===== src/rtl/fwg_pkg.sv =====
package fwg_pkg;
    localparam int STB_CE  = 0;
    localparam int STB_WE  = 1;
    localparam int STB_OE  = 2;
    localparam int STB_NUM = 3;
    typedef logic [STB_NUM-1:0] stb_vec_t;
endpackage


===== src/rtl/fwg_sync.sv =====
module fwg_sync #(
    parameter int            W       = 1,
    parameter logic [W-1:0]  RST_VAL = '0
) (
    input  logic         clk,
    input  logic         rst_n,
    input  logic [W-1:0] d_i,
    output logic [W-1:0] q_o
);
    typedef struct packed {
        logic [W-1:0] s1;
        logic [W-1:0] s2;
    } sync_st_t;

    sync_st_t st_d, st_q;

    always_comb begin
        st_d.s1 = d_i;
        st_d.s2 = st_q.s1;
    end

    always_ff @(posedge clk or negedge rst_n) begin
        if (!rst_n) begin
            st_q.s1 <= RST_VAL;
            st_q.s2 <= RST_VAL;
        end else begin
            st_q <= st_d;
        end
    end

    assign q_o = st_q.s2;
endmodule


===== src/rtl/fwg_filter.sv =====
module fwg_filter #(
    parameter int N = 2
) (
    input  logic clk,
    input  logic rst_n,
    input  logic in_i,
    output logic filt_o
);
    localparam int CW = (N < 2) ? 1 : $clog2(N);

    typedef struct packed {
        logic          lvl;
        logic [CW-1:0] cnt;
    } filt_st_t;

    filt_st_t st_d, st_q;

    always_comb begin
        st_d = st_q;
        if (in_i == st_q.lvl) begin
            st_d.cnt = '0;
        end else if (st_q.cnt == CW'(N - 1)) begin
            st_d.lvl = in_i;
            st_d.cnt = '0;
        end else begin
            st_d.cnt = st_q.cnt + 1'b1;
        end
    end

    always_ff @(posedge clk or negedge rst_n) begin
        if (!rst_n) begin
            st_q.lvl <= 1'b0;
            st_q.cnt <= '0;
        end else begin
            st_q <= st_d;
        end
    end

    assign filt_o = st_q.lvl;

    // the filtered level only moves to a value the input already had
    assert_filt_follows_R3: assert property (@(posedge clk) disable iff (!rst_n)
        !$stable(st_q.lvl) |-> ($past(in_i) == st_q.lvl));

    assert_cnt_bound_R3: assert property (@(posedge clk) disable iff (!rst_n)
        st_q.cnt <= CW'(N - 1));

    generate
        if (N >= 2) begin : g_wide
            // a change needs at least two consecutive samples of the new level
            assert_filt_width_R3: assert property (@(posedge clk) disable iff (!rst_n)
                !$stable(st_q.lvl) |-> ($past(in_i, 2) == st_q.lvl));
        end
    endgenerate
endmodule


===== src/rtl/flash_wr_guard.sv =====
module flash_wr_guard
    import fwg_pkg::*;
#(
    parameter int AW     = 21,
    parameter int DW     = 16,
    parameter int FILT_N = 2
) (
    input  logic          clk,
    input  logic          rst_n,
    input  logic          ce_n,
    input  logic          we_n,
    input  logic          oe_n,
    input  logic          supply_ok,
    input  logic [AW-1:0] addr_i,
    input  logic [DW-1:0] data_i,
    output logic          wr_valid_o,
    output logic [AW-1:0] wr_addr_o,
    output logic [DW-1:0] wr_data_o,
    output logic          cmd_rst_o
);
    typedef struct packed {
        logic          inhibit;
        logic          active;
        logic          valid;
        logic          cmd_rst;
        logic [AW-1:0] hold_addr;
        logic [DW-1:0] hold_data;
        logic [AW-1:0] out_addr;
        logic [DW-1:0] out_data;
    } guard_st_t;

    stb_vec_t stb_raw, stb_s, stb_f;
    logic     sup_s;

    assign stb_raw[STB_CE] = ce_n;
    assign stb_raw[STB_WE] = we_n;
    assign stb_raw[STB_OE] = oe_n;

    fwg_sync #(.W(STB_NUM), .RST_VAL('0)) u_stb_sync (
        .clk   (clk),
        .rst_n (rst_n),
        .d_i   (stb_raw),
        .q_o   (stb_s)
    );

    fwg_sync #(.W(1), .RST_VAL(1'b0)) u_sup_sync (
        .clk   (clk),
        .rst_n (rst_n),
        .d_i   (supply_ok),
        .q_o   (sup_s)
    );

    generate
        for (genvar g = 0; g < STB_NUM; g++) begin : g_filt
            fwg_filter #(.N(FILT_N)) u_filt (
                .clk    (clk),
                .rst_n  (rst_n),
                .in_i   (stb_s[g]),
                .filt_o (stb_f[g])
            );
        end
    endgenerate

    guard_st_t st_d, st_q;
    logic lockout, wr_cond, strobe_up, commit;

    always_comb begin
        lockout   = !sup_s;
        wr_cond   = !stb_f[STB_CE] && !stb_f[STB_WE] && stb_f[STB_OE];
        strobe_up = stb_f[STB_CE] || stb_f[STB_WE];
        commit    = st_q.active && strobe_up && stb_f[STB_OE] && !lockout;

        st_d         = st_q;
        st_d.valid   = commit;
        st_d.cmd_rst = lockout;
        st_d.active  = wr_cond && !st_q.inhibit && !lockout;

        if (lockout) begin
            st_d.inhibit = 1'b1;
        end else if (strobe_up) begin
            st_d.inhibit = 1'b0;
        end

        if (!stb_s[STB_CE] && !stb_s[STB_WE]) begin
            st_d.hold_addr = addr_i;
            st_d.hold_data = data_i;
        end

        if (commit) begin
            st_d.out_addr = st_q.hold_addr;
            st_d.out_data = st_q.hold_data;
        end
    end

    always_ff @(posedge clk or negedge rst_n) begin
        if (!rst_n) begin
            st_q.inhibit   <= 1'b1;
            st_q.active    <= 1'b0;
            st_q.valid     <= 1'b0;
            st_q.cmd_rst   <= 1'b1;
            st_q.hold_addr <= '0;
            st_q.hold_data <= '0;
            st_q.out_addr  <= '0;
            st_q.out_data  <= '0;
        end else begin
            st_q <= st_d;
        end
    end

    assign wr_valid_o = st_q.valid;
    assign wr_addr_o  = st_q.out_addr;
    assign wr_data_o  = st_q.out_data;
    assign cmd_rst_o  = st_q.cmd_rst;

    assert_valid_single_R5: assert property (@(posedge clk) disable iff (!rst_n)
        wr_valid_o |=> !wr_valid_o);

    assert_valid_excl_rst_R10: assert property (@(posedge clk) disable iff (!rst_n)
        wr_valid_o |-> !cmd_rst_o);

    assert_lockout_blocks_R6: assert property (@(posedge clk) disable iff (!rst_n)
        !sup_s |=> (!wr_valid_o && cmd_rst_o));

    assert_inhibit_blocks_R8: assert property (@(posedge clk) disable iff (!rst_n)
        st_q.inhibit |=> !wr_valid_o);

    assert_oe_blocks_R9: assert property (@(posedge clk) disable iff (!rst_n)
        !stb_f[STB_OE] |=> !wr_valid_o);
endmodule


===== config.mk =====
export PLATFORM = sky130hd
export DESIGN_NAME = flash_wr_guard
export DESIGN_NICKNAME = d
export VERILOG_FILES = /design/src/rtl/fwg_pkg.sv /design/src/rtl/fwg_sync.sv /design/src/rtl/fwg_filter.sv /design/src/rtl/flash_wr_guard.sv
export SDC_FILE = /design/constraint.sdc
export NUM_CORES = 1
export LEC_CHECK = 0
export ABC_AREA = 1
export BUFFER_PORTS_ARGS = -buffer_cell sky130_fd_sc_hd__buf_2
export CAP_MARGIN = 20
export CORE_MARGIN = 5
export CORE_UTILIZATION = 55
export CTS_BUF_LIST = sky130_fd_sc_hd__clkbuf_4 sky130_fd_sc_hd__clkbuf_8
export DETAILED_ROUTE_END_ITERATION = 16
export PLACE_DENSITY = 0.79
export RECOVER_POWER = 100
export REMOVE_ABC_BUFFERS = 1
export SKIP_LAST_GASP = 1
export SLEW_MARGIN = 0
export SYNTH_ARGS = -nofsm -noshare
export SYNTH_HDL_FRONTEND = slang
export SYNTH_SLANG_ARGS = --single-unit

===== constraint.sdc =====
create_clock -name clk -period 1.7 [get_ports clk]
set_input_delay 0.17 -clock clk [delete_from_list [all_inputs] [get_ports clk]]
set_output_delay 0.17 -clock clk [all_outputs]
set_load 0.01 [all_outputs]

### Word-level counts from Yosys, hierarchy flattened

Index checks and enable logic that the tools add are counted.

* equality and inequality tests: 4
* reductions and logical operators: 18
* mux-type cells: 8
* add/subtract/negate cells: 3
* bitwise gates (word level): 3

Operators by type and width (number)
* 1-bit logical AND: 8
* 1-bit 2-to-1 mux: 8
* 1-bit logical NOT: 6
* 2-bit AND reduction: 3
* 1-bit adder, second input constant: 3
* 1-bit equality test: 3
* 1-bit inverter: 3
* 2-bit != test, second input constant: 1
* 1-bit logical OR: 1

* input port bits: 43
* flip-flop bits (word level): 92
* word-level logic and storage cells: 54

### Depth between registers and ports, before layout

Gate-level depths: netlist of the first run.

* depth in word-level cells: 5
* mapped depth: 6

### Modules after synthesis

Synthesis of the first run repeated with hierarchy kept, for this count alone.

* cell total of the unflattened synthesis: 412
* area total of the unflattened synthesis: 3908.7 µm²

Modules (own cells, without submodules)
* flash_wr_guard: instances 1, area an instance 3460.8 µm², cells an instance 374
* fwg_filter: instances 3, area an instance 82.6 µm², cells an instance 10
* fwg_sync at u_stb_sync: instances 1, area an instance 150.1 µm², cells an instance 6
* fwg_sync at u_sup_sync: instances 1, area an instance 50.0 µm², cells an instance 2

### Worst setup path after synthesis of the first run

OpenSTA, ideal clock, no wires.

* path kind: register -> register
* start: reg g_filt[0].u_filt.st_q (netlist bit g_filt[0].u_filt.filt_o)
* end: reg st_q (netlist bit wr_data_o[10])
* required time: 1.579 ns
* period minus slack after synthesis: 1.132 ns
* arrival: 1.011 ns
* path slack: 0.568 ns
* buffers on the path: 2
* setup time: 0.121 ns
* stages on the path, launching flop included: 7
* path through: dfrtp_1 -> nor2_2 -> inv_2 -> buf_6 -> buf_4 -> nand3_2 -> nand2_1

* cells in the longest elaborated chain, start to end: 4

RTL lines
* start, declared: line fwg_filter.sv:16 `filt_st_t st_d, st_q;`
* start signal, assigned: line fwg_filter.sv:35 `st_q <= st_d;`
* 1-bit logical OR: line flash_wr_guard.sv:70 `strobe_up = stb_f[STB_CE] || stb_f[STB_WE];`
* 1-bit logical AND (3 in a row): line flash_wr_guard.sv:71 `commit = st_q.active && strobe_up && stb_f[STB_OE] && !lockout;`
* end signal, assigned: line flash_wr_guard.sv:106 `st_q <= st_d;`
* end, declared: line flash_wr_guard.sv:64 `guard_st_t st_d, st_q;`

Every way passes these cells.
A chain may end at the register's enable or synchronous reset.

### Worst setup path in the final report of the first run

* start: reg g_filt[0].u_filt.st_q (netlist bit g_filt[0].u_filt.filt_o)
* end: reg st_q (netlist bit wr_addr_o[16])

The elaborated chain is that of the path after synthesis.

==> results of run 1 <==
-- kinds of logic (layout without fill, tap and decap cells) --
group                  after synthesis  count (layout)
AO/OA/AOI/OAI                       77              77
XOR/XNOR                             3               3
buffers and inverters              106             157
flip-flops                          92              92
AND/OR/NAND/NOR                    163             163
-- power groups by stage --
stage                     combinational (mW)  clock [mW]  sequential, mW
after global routing                    1.80        1.48            3.00
after detailed placement                1.70           0            2.99
after CTS                               1.73        1.38            2.95
final                                   1.59        1.35            2.94
after global placement                  1.64           0            2.97
after floorplan                        0.892           0            3.06
-- cells in the final DEF (no fill, tap or decap), types with 11 or more instances in the layout --
master and count:
clkbuf_8 11, buf_2 39, nand3_1 21, clkbuf_1 41
inv_1 41, o21ai_0 31, nand3_2 17, dfrtp_1 89
o21bai_1 26, nand2_1 116, o21bai_2 11
-- flip-flops by register name (all words and copies together), names as in the netlist --
register / flops
u_sup_sync.st_d: 1
wr_valid_o: 1
u_stb_sync.st_d: 3
wr_data_o: 16
u_sup_sync.q_o: 1
st_q: 39
wr_addr_o: 21
g_filt.u_filt.st_q: 3
g_filt.u_filt.filt_o: 3
cmd_rst_o: 1
u_stb_sync.q_o: 3
-- worst max-delay path, stage by stage (launching register included) --
cell	delay [ns]
dfrtp_1	0.40
nor2_1	0.09
inv_2	0.60
nand3_1	0.18
nand2_1	0.11
-- routing by layer --
layer  track usage, %  share of wire [%]
met1             22.5                 43
met4             6.51                1.4
met3             4.14                4.7
met5                0                  0
met2             32.7                 51
-- area by class of cell --
type,instances,area [sq um],area share [%]
clock buffer,12,159,3.45
clock inverter,4,23.8,0.516
inverter,43,161,3.51
tap,102,128,2.77
timing repair buffer,98,499,10.8
sequential,92,2310,50.1
multi-input combinational,243,1330,28.8
-- how the worst max path moves through the flow --
| stage | end | slack [ns] | depth (start not counted) |
|---|---|---|---|
| after floorplan | wr_addr_o[10] | -0.70 | 4 |
| after global routing | wr_addr_o[16] | 0.09 | 4 |
| final | wr_addr_o[16] | 0.23 | 4 |
| after detailed placement | wr_addr_o[16] | 0.19 | 4 |
| after global placement | wr_data_o[15] | 0.30 | 4 |
| after CTS | wr_addr_o[16] | 0.17 | 4 |
-- through the flow --
stage               instance area, sq um  cells  util (%)  power, mW
floorplan                           3810    378         -       3.96
global placement                    4460    572      58.3       4.61
detailed placement                  4460    572      58.3       4.69
CTS                                 4700    594      61.5       6.06
global route                        4600    594      60.2       6.29
finish                              4600    594      60.2       5.87
==> summary.txt, run 1 <==
Status
  – Status: finished, final reports clean

Die
  – # rows: 32
  – Die Wd: 98.2 um
  – Die span in y: 98.2 um
  – I/O pin total: 82
  – Full die area: 9650 sq um
  – Core area: 7650 sq um
  – Initial Utilization: 56.0%

STA
  – Fmax: 682 MHz
  – Fin Hold WS: 0.0121 ns
  – Worst-Margin Slew: 0.826 ns
  – RSZ-0062 raised after global routing: no
  – Final WS setup: 0.234 ns
  – Fin crit period: 1.47 ns
  – Final number of hold-violating endpoints: 0
  – Pins over their slew limit: 0
  – Setup violations, final: 0
  – Fin crit share: 86.3%
  – Clock Skew: 0.0131 ns
  – Final setup TNS: 0 ns
  – Slew HR: 44.8%

Logic synthesis
  – Synthesized flop and latch total: 92
  – Xor and xnor fraction of the mapped netlist area: 0.614%
  – Avg Cell Area, Syn: 9.71 sq um
  – Ys flop type: dfrtp_1
  – Post-synthesis async set-or-reset flop share: 100%
  – Synthesized-area fraction occupied by adder cells: 0%
  – Netlist cell types: 23
  – Simple-gate share of the synthesized area: 18.8%
  – Largest family of logic cells by synthesized area: simple AND/OR/NAND/NOR gates
  – Post-Syn Area: 4280 sq um
  – Cells after synthesis: 441
  – Share of the yosys chip area belonging to registers: 53.8%
  – Synth top area share: 52.6%
  – Mux contribution to synthesized area: 0%
  – Most frequent cell after synthesis: nand2_1
  – Synth Area in Compound Gates: 12.1%
  – Dominant cells by area after synthesis: dfrtp_1 53%, nand2_1 10%, buf_4 8.1%
  – Top post-synthesis cells by count: 116 x nand2_1, 90 x dfrtp_1, 46 x buf_4
  – Post-synth EDFFs: 0
  – Synth warn: 0
  – Largest area contributor in the netlist: dfrtp_1

Worst setup path
  – Setup CP Type: reg -> reg
  – CP arrival: 1.75 ns
  – RR Startpoint: g_filt[0].u_filt.filt_o
  – Worst setup EP type: register
  – CP required: 1.99 ns
  – R2R cell count: 4
  – Worst r2r dst: wr_addr_o[16]
  – CP Launch Type: register
  – FF-to-FF setup slack: 0.23 ns
  – Crit path from: g_filt[0].u_filt.filt_o
  – Critical path fanouts, max: 38

Clock tree
  – Num CTS Buffers: 9
  – Root Buffer: clkbuf_8
  – Cts hold-fix bufs: 6
  – Postcts setup bufs: 0
  – CTS Buffer Depth: 2
  – Post_cts resized: 0
  – Clk Latency, worst-skew pair: 0.36 ns
  – H-tree level count: 3
  – CTS tree: built
  – Worst-path clk slew: 0.08 ns
  – CTS Sinks: 92

Drt
  – Routed len/inst: 14.1 um
  – Wirelength, routed: 8380 um
  – DRT Pass-1 Iters: 4
  – Final ANT Viol Nets: 0
  – DR iter-0 viols: 125
  – Vias: 2879
  – Drt via density: 4.85
  – Residual DRC: 0

Power
  – Peak VDD IR: 0.691 mV
  – Net Sw Frac: 35.3%
  – Leak: 2.28 nW
  – Seq pwr share: 50.0%
  – Switching power: 2.07 mW
  – PD cells: 1280 nW/um^2
  – Internal power: 3.80 mW
  – Clock share of power: 23.0%
  – Comb pwr share: 27.0%

Layout
  – Ratio of cells with drive above 1 in the final layout: 20.7%
  – Antenna fix cells: 0
  – Nets: 530
  – Fill cells: 712
  – Area delta synth->final: 7.51%

Placed design
  – Dpl hpwl: 5610 um
  – Post-Place Setup Slack: 0.193 ns
  – PortBufs: 81
  – Routability congestion estimate: 0.713

Hold path
  – HP Start: addr_i[20]
  – Worst Hold End: st_q[73]
  – Hold WC Path Type: in -> reg
  – Worst hold stages: 3

GRT
  – First-pass GRT wire length: 14600 um
  – Initial antenna violation count: 0
  – GRT Overall Usage: 18.6%
  – GRT overflow: 0
  – Vias in the first global route: 3088
  – Pin count of the biggest net entering global routing: 40

Flow run
  – Total of max-cap violations: 0
Note: power is estimated with default switching activity, not from simulation.
==> inputs of run 2 (changes only) <==
--- a/config.mk
+++ b/config.mk
@@ -12,7 +12,7 @@
 export CORE_UTILIZATION = 55
 export CTS_BUF_LIST = sky130_fd_sc_hd__clkbuf_4 sky130_fd_sc_hd__clkbuf_8
 export DETAILED_ROUTE_END_ITERATION = 16
-export PLACE_DENSITY = 0.79
+export PLACE_DENSITY = 0.84
 export RECOVER_POWER = 100
 export REMOVE_ABC_BUFFERS = 1
 export SKIP_LAST_GASP = 1
==> run 2 against run 1 <==
Net effect:
- combinational power about the same
- worst hold slack better by 0.0032 ns
- die area unchanged
- worst setup slack got worse by 0.0046 ns
- final cell count fell by 0.34%
- sequential share of layout area up 0.51 points
- via count grew 1.4%
- fmax shrank 0.31%
- largest cell class unchanged
- highest routed layer unchanged
==> summary.txt, run 2 (same netlist as run 1, synthesis figures left out) <==
Status
  – Status: finished, final reports clean (unchanged)

Clock tree
  – Post_cts resized: 0 (unchanged)
  – H-tree level count: 3 (unchanged)
  – Root Buffer: clkbuf_8 (unchanged)
  – Postcts setup bufs: 0 (unchanged)
  – CTS tree: built (unchanged)
  – CTS Buffer Depth: 2 (unchanged)
  – Clk Latency, worst-skew pair: 0.35 ns (was 0.36 ns)
  – Num CTS Buffers: 9 (unchanged)
  – Worst-path clk slew: 0.08 ns (about the same)
  – CTS Sinks: 92 (unchanged)

Worst setup path
  – R2R cell count: 3 (was 4)
  – Critical path fanouts, max: 37 (was 38)
  – RR Startpoint: u_stb_sync.q_o[0] (was g_filt[0].u_filt.filt_o)
  – CP arrival: 1.75 ns (about the same)
  – Most frequent CP cell: nand2_1
  – CP Launch Type: register (unchanged)
  – Crit-path cells: nor2_4 -> nand2_1 -> nand2_1 (was nor2_1 -> inv_2 -> nand3_1 -> nand2_1)
  – CP max stage delay: 0.67 ns (was 0.60 ns)
  – FF-to-FF setup slack: 0.23 ns (about the same)
  – Crit path from: u_stb_sync.q_o[0] (was g_filt[0].u_filt.filt_o)
  – Critical path depth: 3 (was 4)
  – Worst r2r dst: st_q[62] (was wr_addr_o[16])
  – Worst Path Buf+Inv: 0 (was 1)
  – Setup CP Type: reg -> reg (unchanged)
  – Slowest stage cell, crit path: nor2_4 (was inv_2)
  – Worst setup EP type: register (unchanged)
  – Delay-heaviest family, CP: simple AND/OR/NAND/NOR gates (was buffers and inverters)
  – CP required: 1.98 ns (was 1.99 ns)

Hold path
  – HP Start: addr_i[16] (was addr_i[20])
  – Worst hold stages: 3 (unchanged)
  – Hold WC Path Type: in -> reg (unchanged)
  – Worst Hold End: st_q[69] (was st_q[73])

STA
  – Fin crit period: 1.47 ns (about the same)
  – Fmax: 680 MHz (was 682 MHz)
  – RSZ-0062 raised after global routing: no (unchanged)
  – Setup violations, final: 0 (unchanged)
  – Fin crit share: 86.5% (was 86.3%)
  – Final setup TNS: 0 ns (unchanged)
  – Worst-Margin Slew: 0.945 ns (was 0.826 ns)
  – Clock Skew: 0.0109 ns (was 0.0131 ns)
  – Pins over their slew limit: 0 (unchanged)
  – Slew HR: 37.0% (was 44.8%)
  – Final number of hold-violating endpoints: 0 (unchanged)

Power
  – Leak: 2.28 nW (about the same)
  – PD cells: 1320 nW/um^2 (was 1280 nW/um^2)
  – Peak VDD IR: 0.821 mV (was 0.691 mV)

GRT
  – Initial antenna violation count: 0 (unchanged)
  – GRT overflow: 0 (unchanged)
  – Vias in the first global route: 3036 (was 3088)
  – First-pass GRT wire length: 14300 um (was 14600 um)
  – GRT Overall Usage: 18.4% (was 18.6%)
  – Pin count of the biggest net entering global routing: 44 (was 40)

Layout
  – Top reg by flops: st_q (unchanged)
  – Ratio of cells with drive above 1 in the final layout: 18.0% (was 20.7%)
  – Fin cells: 592 (was 594)
  – Commonest non-fill, non-tap cell in the layout: nand2_1 (unchanged)
  – Fill cells: 685 (was 712)
  – Nets: 528 (was 530)
  – Area of the multi-input gates: 1250 sq um (was 1330 sq um)
  – Most frequent cells in the layout: 116 x nand2_1, 90 x dfrtp_1, 41 x inv_1, 41 x buf_2, 40 x clkbuf_1 (was 116 x nand2_1, 89 x dfrtp_1, 41 x inv_1, 41 x clkbuf_1, 39 x buf_2)
  – Area delta synth->final: 6.37% (was 7.51%)
  – Largest register FFs: 39 (unchanged)
  – Antenna fix cells: 0 (unchanged)
  – Reg area: 2300 sq um (was 2310 sq um)
  – Post-route cell area: 4550 sq um (was 4600 sq um)

Drt
  – Drt via density: 4.93 (was 4.85)
  – DRT Pass-1 Iters: 4 (unchanged)
  – Routed len/inst: 14.4 um (was 14.1 um)
  – Vias: 2918 (was 2879)
  – Wirelength, routed: 8540 um (was 8380 um)
  – DR iter-0 viols: 122 (was 125)
  – Residual DRC: 0 (unchanged)
  – Final ANT Viol Nets: 0 (unchanged)

Die
  – Full die area: 9650 sq um (unchanged)
  – # rows: 32 (unchanged)
  – Initial Utilization: 56.0% (unchanged)
  – I/O pin total: 82 (unchanged)
  – Core area: 7650 sq um (unchanged)
  – Die span in y: 98.2 um (unchanged)
  – Die Wd: 98.2 um (unchanged)

Placed design
  – Post-Place Cells: 571 (was 572)
  – PortBufs: 81 (unchanged)
  – Post-DP Area: 4460 sq um (about the same)
  – Dpl hpwl: 5670 um (was 5610 um)
  – Routability congestion estimate: 0.788 (was 0.713)

Flow run
  – Total of max-cap violations: 0 (unchanged)
-- run 2: cell types whose count changed in the layout (fill, tap and decap cells not counted), sizes merged --
cell,delta
buf,+4
clkbuf,-4
clkinv,-2
bufinv,+1
dlygate4sd3,-1
-- run 2: cell type report --
| cell class | count | area share, % |
|---|---|---|
| repair buffers | 96 | 10.8 |
| well taps | 102 | 2.80 |
| clock buffers | 13 | 3.79 |
| multi-input cells | 243 | 27.5 |
| flip-flops and latches | 92 | 50.6 |
| clock inverters | 3 | 0.962 |
| inverters | 43 | 3.54 |
-- run 2: metal layers --
| metal | up-vias | share of wire, % | track usage, % | routed length, um |
|---|---|---|---|---|
| met5 | - | 0 | 0 | 0 |
| met4 | 0 | 1.7 | 7.56 | 146 |
| met3 | 13 | 3.9 | 3.14 | 335 |
| met2 | 58 | 51 | 32.1 | 4390 |
| met1 | 1415 | 43 | 22.5 | 3670 |
| li1 | 1432 | - | - | - |
-- run 2: report_power, final --
group / total (mW) / leakage (nW) / internal, mW / switching [mW]
Combinational: 1.56 / 0.987 / 0.531 / 1.03
Clock: 1.53 / 0.113 / 0.818 / 0.717
Sequential: 2.94 / 1.18 / 2.64 / 0.293
Total: 6.03 / 2.28 / 3.99 / 2.04
-- run 2: worst max path at each step --
stage               slack [ns]       endpoint
floorplan                -0.70  wr_addr_o[10]
global route              0.07  wr_addr_o[12]
detailed placement        0.21  wr_addr_o[16]
global placement          0.30  wr_addr_o[10]
CTS                       0.21  wr_addr_o[12]
finish                    0.23       st_q[62]
-- run 2: worst min-delay path, delay by kind of cell --
family | cells | cell delay [ns]
simple gates | 2 | 0.09
buf+inv | 1 | 0.07
-- run 2: stage by stage --
| stage | utilization [%] | hold slack (ns) | total power, mW | setup slack [ns] |
|---|---|---|---|---|
| final | 59.6 | 0.0153 | 6.03 | 0.229 |
| after global routing | 59.6 | 0.0101 | 6.41 | 0.0673 |
| after CTS | 61.8 | 0.00125 | 6.24 | 0.210 |
| after detailed placement | 58.3 | 0.176 | 4.69 | 0.214 |
| after global placement | 58.3 | 0.160 | 4.60 | 0.303 |
| after floorplan | - | -0.126 | 3.96 | -0.700 |
-- run 2: what timing repair did --
item / CTS / global route
endpoints found under the setup margin: 0 / 0
hold buffers: 5 / 0
endpoints found under the hold margin: 39 / 0
